===== src/rtl/kpd_pkg.sv =====
package kpd_pkg;

    localparam int NROW   = 4;
    localparam int NCOL   = 3;
    localparam int CODE_W = 4;
    localparam int RIDX_W = $clog2(NROW);
    localparam int CIDX_W = $clog2(NCOL);

    typedef enum logic [1:0] {
        ST_IDLE = 2'd0,
        ST_CONF = 2'd1,
        ST_SCAN = 2'd2,
        ST_REL  = 2'd3
    } kpd_state_t;

    typedef struct packed {
        logic              hit;
        logic [CODE_W-1:0] code;
    } kpd_hit_t;

    // Keypad layout: row-major, columns left to right.
    function automatic logic [CODE_W-1:0] key_code(input logic [RIDX_W-1:0] r,
                                                    input logic [CIDX_W-1:0] c);
        logic [CODE_W-1:0] k;
        case ({r, c})
            {2'd0, 2'd0}: k = 4'd1;
            {2'd0, 2'd1}: k = 4'd2;
            {2'd0, 2'd2}: k = 4'd3;
            {2'd1, 2'd0}: k = 4'd4;
            {2'd1, 2'd1}: k = 4'd5;
            {2'd1, 2'd2}: k = 4'd6;
            {2'd2, 2'd0}: k = 4'd7;
            {2'd2, 2'd1}: k = 4'd8;
            {2'd2, 2'd2}: k = 4'd9;
            {2'd3, 2'd0}: k = 4'd10;
            {2'd3, 2'd1}: k = 4'd0;
            {2'd3, 2'd2}: k = 4'd11;
            default:      k = 4'd0;
        endcase
        return k;
    endfunction

endpackage


===== src/rtl/kpd_sync.sv =====
module kpd_sync #(
    parameter int W      = 4,
    parameter int STAGES = 2
) (
    input  logic         clk,
    input  logic         rst,
    input  logic [W-1:0] d_i,
    output logic [W-1:0] q_o
);
    logic [W-1:0] stg [STAGES];

    always_ff @(posedge clk) begin
        if (rst) stg[0] <= '0;
        else     stg[0] <= d_i;
    end

    for (genvar s = 1; s < STAGES; s++) begin : g_stage
        always_ff @(posedge clk) begin
            if (rst) stg[s] <= '0;
            else     stg[s] <= stg[s-1];
        end
    end

    assign q_o = stg[STAGES-1];
endmodule


===== src/rtl/kpd_tick.sv =====
module kpd_tick #(
    parameter int DIV = 500000
) (
    input  logic clk,
    input  logic rst,
    output logic tick_o
);
    localparam int CW = (DIV > 1) ? $clog2(DIV) : 1;
    localparam logic [CW-1:0] LAST = CW'(DIV - 1);

    logic [CW-1:0] cnt;

    always_ff @(posedge clk) begin
        if (rst)              cnt <= '0;
        else if (cnt == LAST) cnt <= '0;
        else                  cnt <= cnt + 1'b1;
    end

    assign tick_o = (cnt == LAST);
endmodule


===== src/rtl/kpd_decode.sv =====
module kpd_decode
    import kpd_pkg::*;
(
    input  logic [NROW-1:0]   row_i,
    input  logic [CIDX_W-1:0] cidx_i,
    output kpd_hit_t          hit_o
);
    logic [RIDX_W-1:0] ridx;

    // Lowest-numbered active row wins if several read high.
    always_comb begin
        ridx = '0;
        for (int r = NROW - 1; r >= 0; r--) begin
            if (row_i[r]) ridx = RIDX_W'(r);
        end
        hit_o.hit  = |row_i;
        hit_o.code = key_code(ridx, cidx_i);
    end
endmodule


===== src/rtl/kpd_scan.sv =====
module kpd_scan
    import kpd_pkg::*;
#(
    parameter int TICK_DIV = 500000
) (
    input  logic              clk,
    input  logic              rst,
    input  logic [NROW-1:0]   row_i,
    output logic [NCOL-1:0]   col_o,
    output logic [CODE_W-1:0] key_o,
    output logic              valid_o
);
    localparam logic [CIDX_W-1:0] CIDX_LAST = CIDX_W'(NCOL - 1);

    logic [NROW-1:0]   row_s;
    logic              tick;
    logic              any_row;
    kpd_state_t        st;
    logic [CIDX_W-1:0] cidx;
    kpd_hit_t          hit;

    kpd_sync #(.W(NROW), .STAGES(2)) i_sync (
        .clk (clk),
        .rst (rst),
        .d_i (row_i),
        .q_o (row_s)
    );

    kpd_tick #(.DIV(TICK_DIV)) i_tick (
        .clk    (clk),
        .rst    (rst),
        .tick_o (tick)
    );

    kpd_decode i_decode (
        .row_i  (row_s),
        .cidx_i (cidx),
        .hit_o  (hit)
    );

    assign any_row = |row_s;

    always_ff @(posedge clk) begin
        if (rst) begin
            st      <= ST_IDLE;
            cidx    <= '0;
            key_o   <= '0;
            valid_o <= 1'b0;
        end else begin
            valid_o <= 1'b0;
            if (tick) begin
                case (st)
                    ST_IDLE: if (any_row) st <= ST_CONF;
                    ST_CONF: begin
                        cidx <= '0;
                        st   <= any_row ? ST_SCAN : ST_IDLE;
                    end
                    ST_SCAN: begin
                        if (hit.hit) begin
                            key_o   <= hit.code;
                            valid_o <= 1'b1;
                            st      <= ST_REL;
                        end else if (cidx == CIDX_LAST) begin
                            st <= ST_IDLE;
                        end else begin
                            cidx <= cidx + 1'b1;
                        end
                    end
                    ST_REL:  if (!any_row) st <= ST_IDLE;
                    default: st <= ST_IDLE;
                endcase
            end
        end
    end

    always_comb begin
        if (st == ST_SCAN) col_o = NCOL'(1) << cidx;
        else               col_o = '1;
    end

    // Assertions
    p_cols_legal_r2: assert property (@(posedge clk) disable iff (rst)
        ($countones(col_o) == 1) || (col_o == '1));

    p_idle_needs_row_r3: assert property (@(posedge clk) disable iff (rst)
        (st == ST_IDLE && tick && !any_row) |=> (st == ST_IDLE && !valid_o));

    p_valid_pulse_r6: assert property (@(posedge clk) disable iff (rst)
        valid_o |=> !valid_o);

    p_valid_in_release_r6: assert property (@(posedge clk) disable iff (rst)
        valid_o |-> (st == ST_REL && col_o == '1));

    p_key_changes_with_valid_r6: assert property (@(posedge clk) disable iff (rst)
        !$stable(key_o) |-> valid_o);

    p_code_legal_r5: assert property (@(posedge clk) disable iff (rst)
        valid_o |-> (key_o <= 4'd11));

    p_release_holds_r7: assert property (@(posedge clk) disable iff (rst)
        (st == ST_REL && !(tick && !any_row)) |=> (st == ST_REL && !valid_o));

    p_vanish_to_idle_r8: assert property (@(posedge clk) disable iff (rst)
        (st == ST_SCAN && cidx == CIDX_LAST && tick && !any_row)
            |=> (st == ST_IDLE && !valid_o));
endmodule


===== config.mk =====
export PLATFORM = sky130hd
export DESIGN_NAME = kpd_scan
export DESIGN_NICKNAME = d
export VERILOG_FILES = /design/src/rtl/kpd_pkg.sv /design/src/rtl/kpd_sync.sv /design/src/rtl/kpd_tick.sv /design/src/rtl/kpd_decode.sv /design/src/rtl/kpd_scan.sv
export SDC_FILE = /design/constraint.sdc
export NUM_CORES = 1
export LEC_CHECK = 0
export BUFFER_PORTS_ARGS = -buffer_cell sky130_fd_sc_hd__buf_2
export CAP_MARGIN = 0
export CORE_ASPECT_RATIO = 0.7
export CORE_UTILIZATION = 30
export DETAILED_ROUTE_END_ITERATION = 6
export GPL_ROUTABILITY_DRIVEN = 0
export GPL_TIMING_DRIVEN = 0
export REMOVE_ABC_BUFFERS = 1
export SYNTH_ARGS = -nofsm -noshare
export SYNTH_HDL_FRONTEND = slang
export SYNTH_SLANG_ARGS = --single-unit

===== constraint.sdc =====
create_clock -name clk -period 3.1 [get_ports clk]
set_clock_uncertainty 0.1 [all_clocks]
set_input_delay 0.155 -clock clk [delete_from_list [all_inputs] [get_ports clk]]
set_output_delay 0.155 -clock clk [all_outputs]
set_load 0.1 [all_outputs]

==> results.yml <==
outcome:
  status: "completed"
worst_setup_path:
  crit_path_end_kind: "flip-flop"
  worst_r2r_endpoint: "i_tick.cnt[2]$_SDFF_PP0_"
  worstPathCellList: "ha_1 -> and4_4 -> nand4_4 -> or2_1 -> nand2b_2 -> nor2_1"
  crit_family: "simple AND/OR/NAND/NOR gates"
  cp-start-kind: "flip-flop"
  critPathMaxFanout: 18
  setup.worst_path.class: "reg -> reg"
  regToRegSetupSlack_ps: 1120
  timing.rr.start: "i_tick.cnt[0]$_SDFF_PP0_"
  max_stage_delay_ps: 380
  cp_slowest_cell: "dfxtp_1"
  reg2reg_depth: 6
  worst-path-buf-inv: 0
  required_ps: 3170
  cp.arrival_ps: 2050
worst_hold_path:
  hold_path_class: "in -> reg"
  holdCritStartpoint: "rst"
  min_to: "key_o[0]$_SDFFE_PP0P_"
  whs_path_depth: 2
clock_network:
  cts.sinks: 36
  cts_inserted_buffers: 5
  clkLatencyLatePin_ps: 290
  clockBufferDepth: 2
  clk_pin_slew_ps: 70
  h-tree-depth: 2
  cts_tree: "yes"
  ctsRootBufferMaster: "clkbuf_8"
cells_and_area:
  final_cell_mix: "dfxtp_1, nor2_1, nand2_1, buf_2, xor2_1"
  drive_gt1_share_pct: 14.4
  layout.nets: 211
  multiInputGateArea_um2: 865
  final-seq-area_um2: 721
  area_delta_synth_final_pct: 14.4
  n_antenna_cell: 0
  layout_commonest_cell: "dfxtp_1"
  n_fill_cell: 550
synthesis:
  synth-seq-cells: 36
  yosys-top-cells-area: "dfxtp_1, nor2_1, xor2_1"
  synth_top_area_cell: "dfxtp_1"
  syn_inst: 184
  synth_edf_count: 0
  synthFlopType: "dfxtp_1"
  synth.distinct_cells: 37
  ys_seq_area_share_pct: 43.3
  synth_top_area_share_pct: 43.3
  avgSynthCellArea_um2: 9.04
  yosysWarnings: 0
  netlist_area_um2: 1660
  ys_async_sr_fraction_pct: 0
timing:
  rsz0062_at_grt: "false"
  tightest_slew_ps: 697
  max_freq_mhz: 505
  drv_slew: 0
  slew-limit-headroom_pct: 53.2
  period_needed_ps: 1980
  hold_viol: 0
  setup_tns_ps: 0
  fin_crit_sh_pct: 63.9
  finalSetupViolCount: 0
grt:
  grt_pass1_vias: 1101
  antenna_found_initial: 0
  grt-ovfl-total: 0
  grt_pass1_wl_mm: 5.10
  grt_use_total_pct: 11.3
  grt_max_degree: 20
route:
  routed-via-count: 1235
  detail-route-antenna-nets: 0
  post_drt_wl_per_cell_um: 10.7
  wl_mm: 2.91
  drc: 0
  initialDrtViolationCount: 87
  routed_via_density: 4.52
  dr.pass1.iters: 4
floorplan:
  ios: 14
  core-area_um2: 5290
  core.rowCount: 22
  die_w_um: 91.0
  die_h_um: 64.3
  dieArea_um2: 5850
  start_util_pct: 31.5
placement:
  dp.final_hpwl_mm: 2.01
  portBuffers: 13
power:
  p_leak_uw: 0.000712
  powerDensity_nw_per_um2: 500
  max-vdd-ir-drop_v: 0.000278
  fin_total_pwr_uw: 952
flow_run:
  drv_cap: 0
[stage by stage]
| stage | hold slack (ps) | utilization [%] | std cells | area, µm² | setup WS (ps) |
|---|---|---|---|---|---|
| global placement | 266 | 33.1 | 261 | 1750 | 1110 |
| floorplan | 124 | - | 176 | 1600 | 1360 |
| global route | 150 | 36.0 | 273 | 1900 | 961 |
| finish | 135 | 36.0 | 273 | 1900 | 1120 |
| CTS | 131 | 36.0 | 273 | 1900 | 1080 |
| detailed placement | 273 | 33.1 | 261 | 1750 | 1100 |
[metal layers]
| layer | global-route usage, % | wire length [µm] | part of all wire (%) | up-vias |
|---|---|---|---|---|
| met5 | 0 | 0 | 0 | - |
| met4 | 5.36 | 47 | 1.6 | 0 |
| met3 | 3.57 | 169 | 5.8 | 6 |
| met2 | 15.3 | 1050 | 36 | 29 |
| met1 | 15.9 | 1640 | 56 | 549 |
| li1 | - | - | - | 651 |
[final cells by class]
| cell class | count | area share (%) |
|---|---|---|
| inverter | 3 | 0.592 |
| sequential | 36 | 37.9 |
| tap | 72 | 4.73 |
| clock buffer | 5 | 3.62 |
| timing repair buffer | 17 | 5.52 |
| clock inverter | 3 | 2.24 |
| multi-input combinational | 137 | 45.4 |
[cells by family (layout without fill, tap and decap cells)]
| logic type | count (synthesis) | in the layout | share of synthesized area, % |
|---|---|---|---|
| compound gates | 12 | 12 | 4.82 |
| xor+xnor | 17 | 17 | 8.95 |
| fa+ha+maj | 5 | 5 | 3.76 |
| buf+inv | 11 | 28 | 4.66 |
| flops | 36 | 36 | 43.3 |
| mux | 6 | 6 | 3.76 |
| simple gates | 97 | 97 | 30.7 |
[synth_stat cells (2+ instances only)]
library cell / n
a21oi_1: 3
a2bb2oi_1: 2
a31oi_1: 2
and2_1: 2
and3_1: 2
and3_2: 2
and4_1: 3
buf_2: 4
buf_6: 2
dfxtp_1: 36
ha_1: 5
inv_1: 3
mux2_2: 2
mux2i_1: 4
nand2_1: 13
nand2b_1: 3
nand3_1: 10
nand4_1: 2
nor2_1: 33
nor2b_1: 10
nor3_1: 7
nor4_1: 3
o21ai_0: 2
xnor2_1: 5
xor2_1: 12
[sequential cells by signal, indices dropped and copies added, names as in the netlist]
register,count
i_tick.cnt,19
st,2
valid_o,1
key_o,4
cidx,2
i_sync.stg,8
[worst max path at each step]
stage / from / endpoint / depth (start not counted)
2_1_floorplan: i_tick.cnt[0]$_SDFF_PP0_ / i_tick.cnt[10]$_SDFF_PP0_ / 6
5_1_grt: i_tick.cnt[0]$_SDFF_PP0_ / i_tick.cnt[6]$_SDFF_PP0_ / 6
4_1_cts: i_tick.cnt[0]$_SDFF_PP0_ / i_tick.cnt[7]$_SDFF_PP0_ / 6
3_3_place_gp: i_tick.cnt[0]$_SDFF_PP0_ / i_tick.cnt[2]$_SDFF_PP0_ / 6
6_report: i_tick.cnt[0]$_SDFF_PP0_ / i_tick.cnt[2]$_SDFF_PP0_ / 6
3_5_place_dp: i_tick.cnt[0]$_SDFF_PP0_ / i_tick.cnt[14]$_SDFF_PP0_ / 6
[timing repair]
| action | 4_1_cts | 5_1_grt |
|---|---|---|
| setup endpoints to repair | 0 | 0 |
| hold endpoints to repair | 4 | 0 |
| hold buffers | 4 | 0 |
| gates resized for setup | 0 | 0 |
| buffers inserted | 0 | 0 |
[power by group]
group          internal, µW  leakage (µW)  switching (µW)
Combinational          21.7      0.000365            38.4
Sequential              472      0.000292            8.90
Clock                   238     0.0000541             174
No activity file was read; power rests on OpenSTA's default activity.
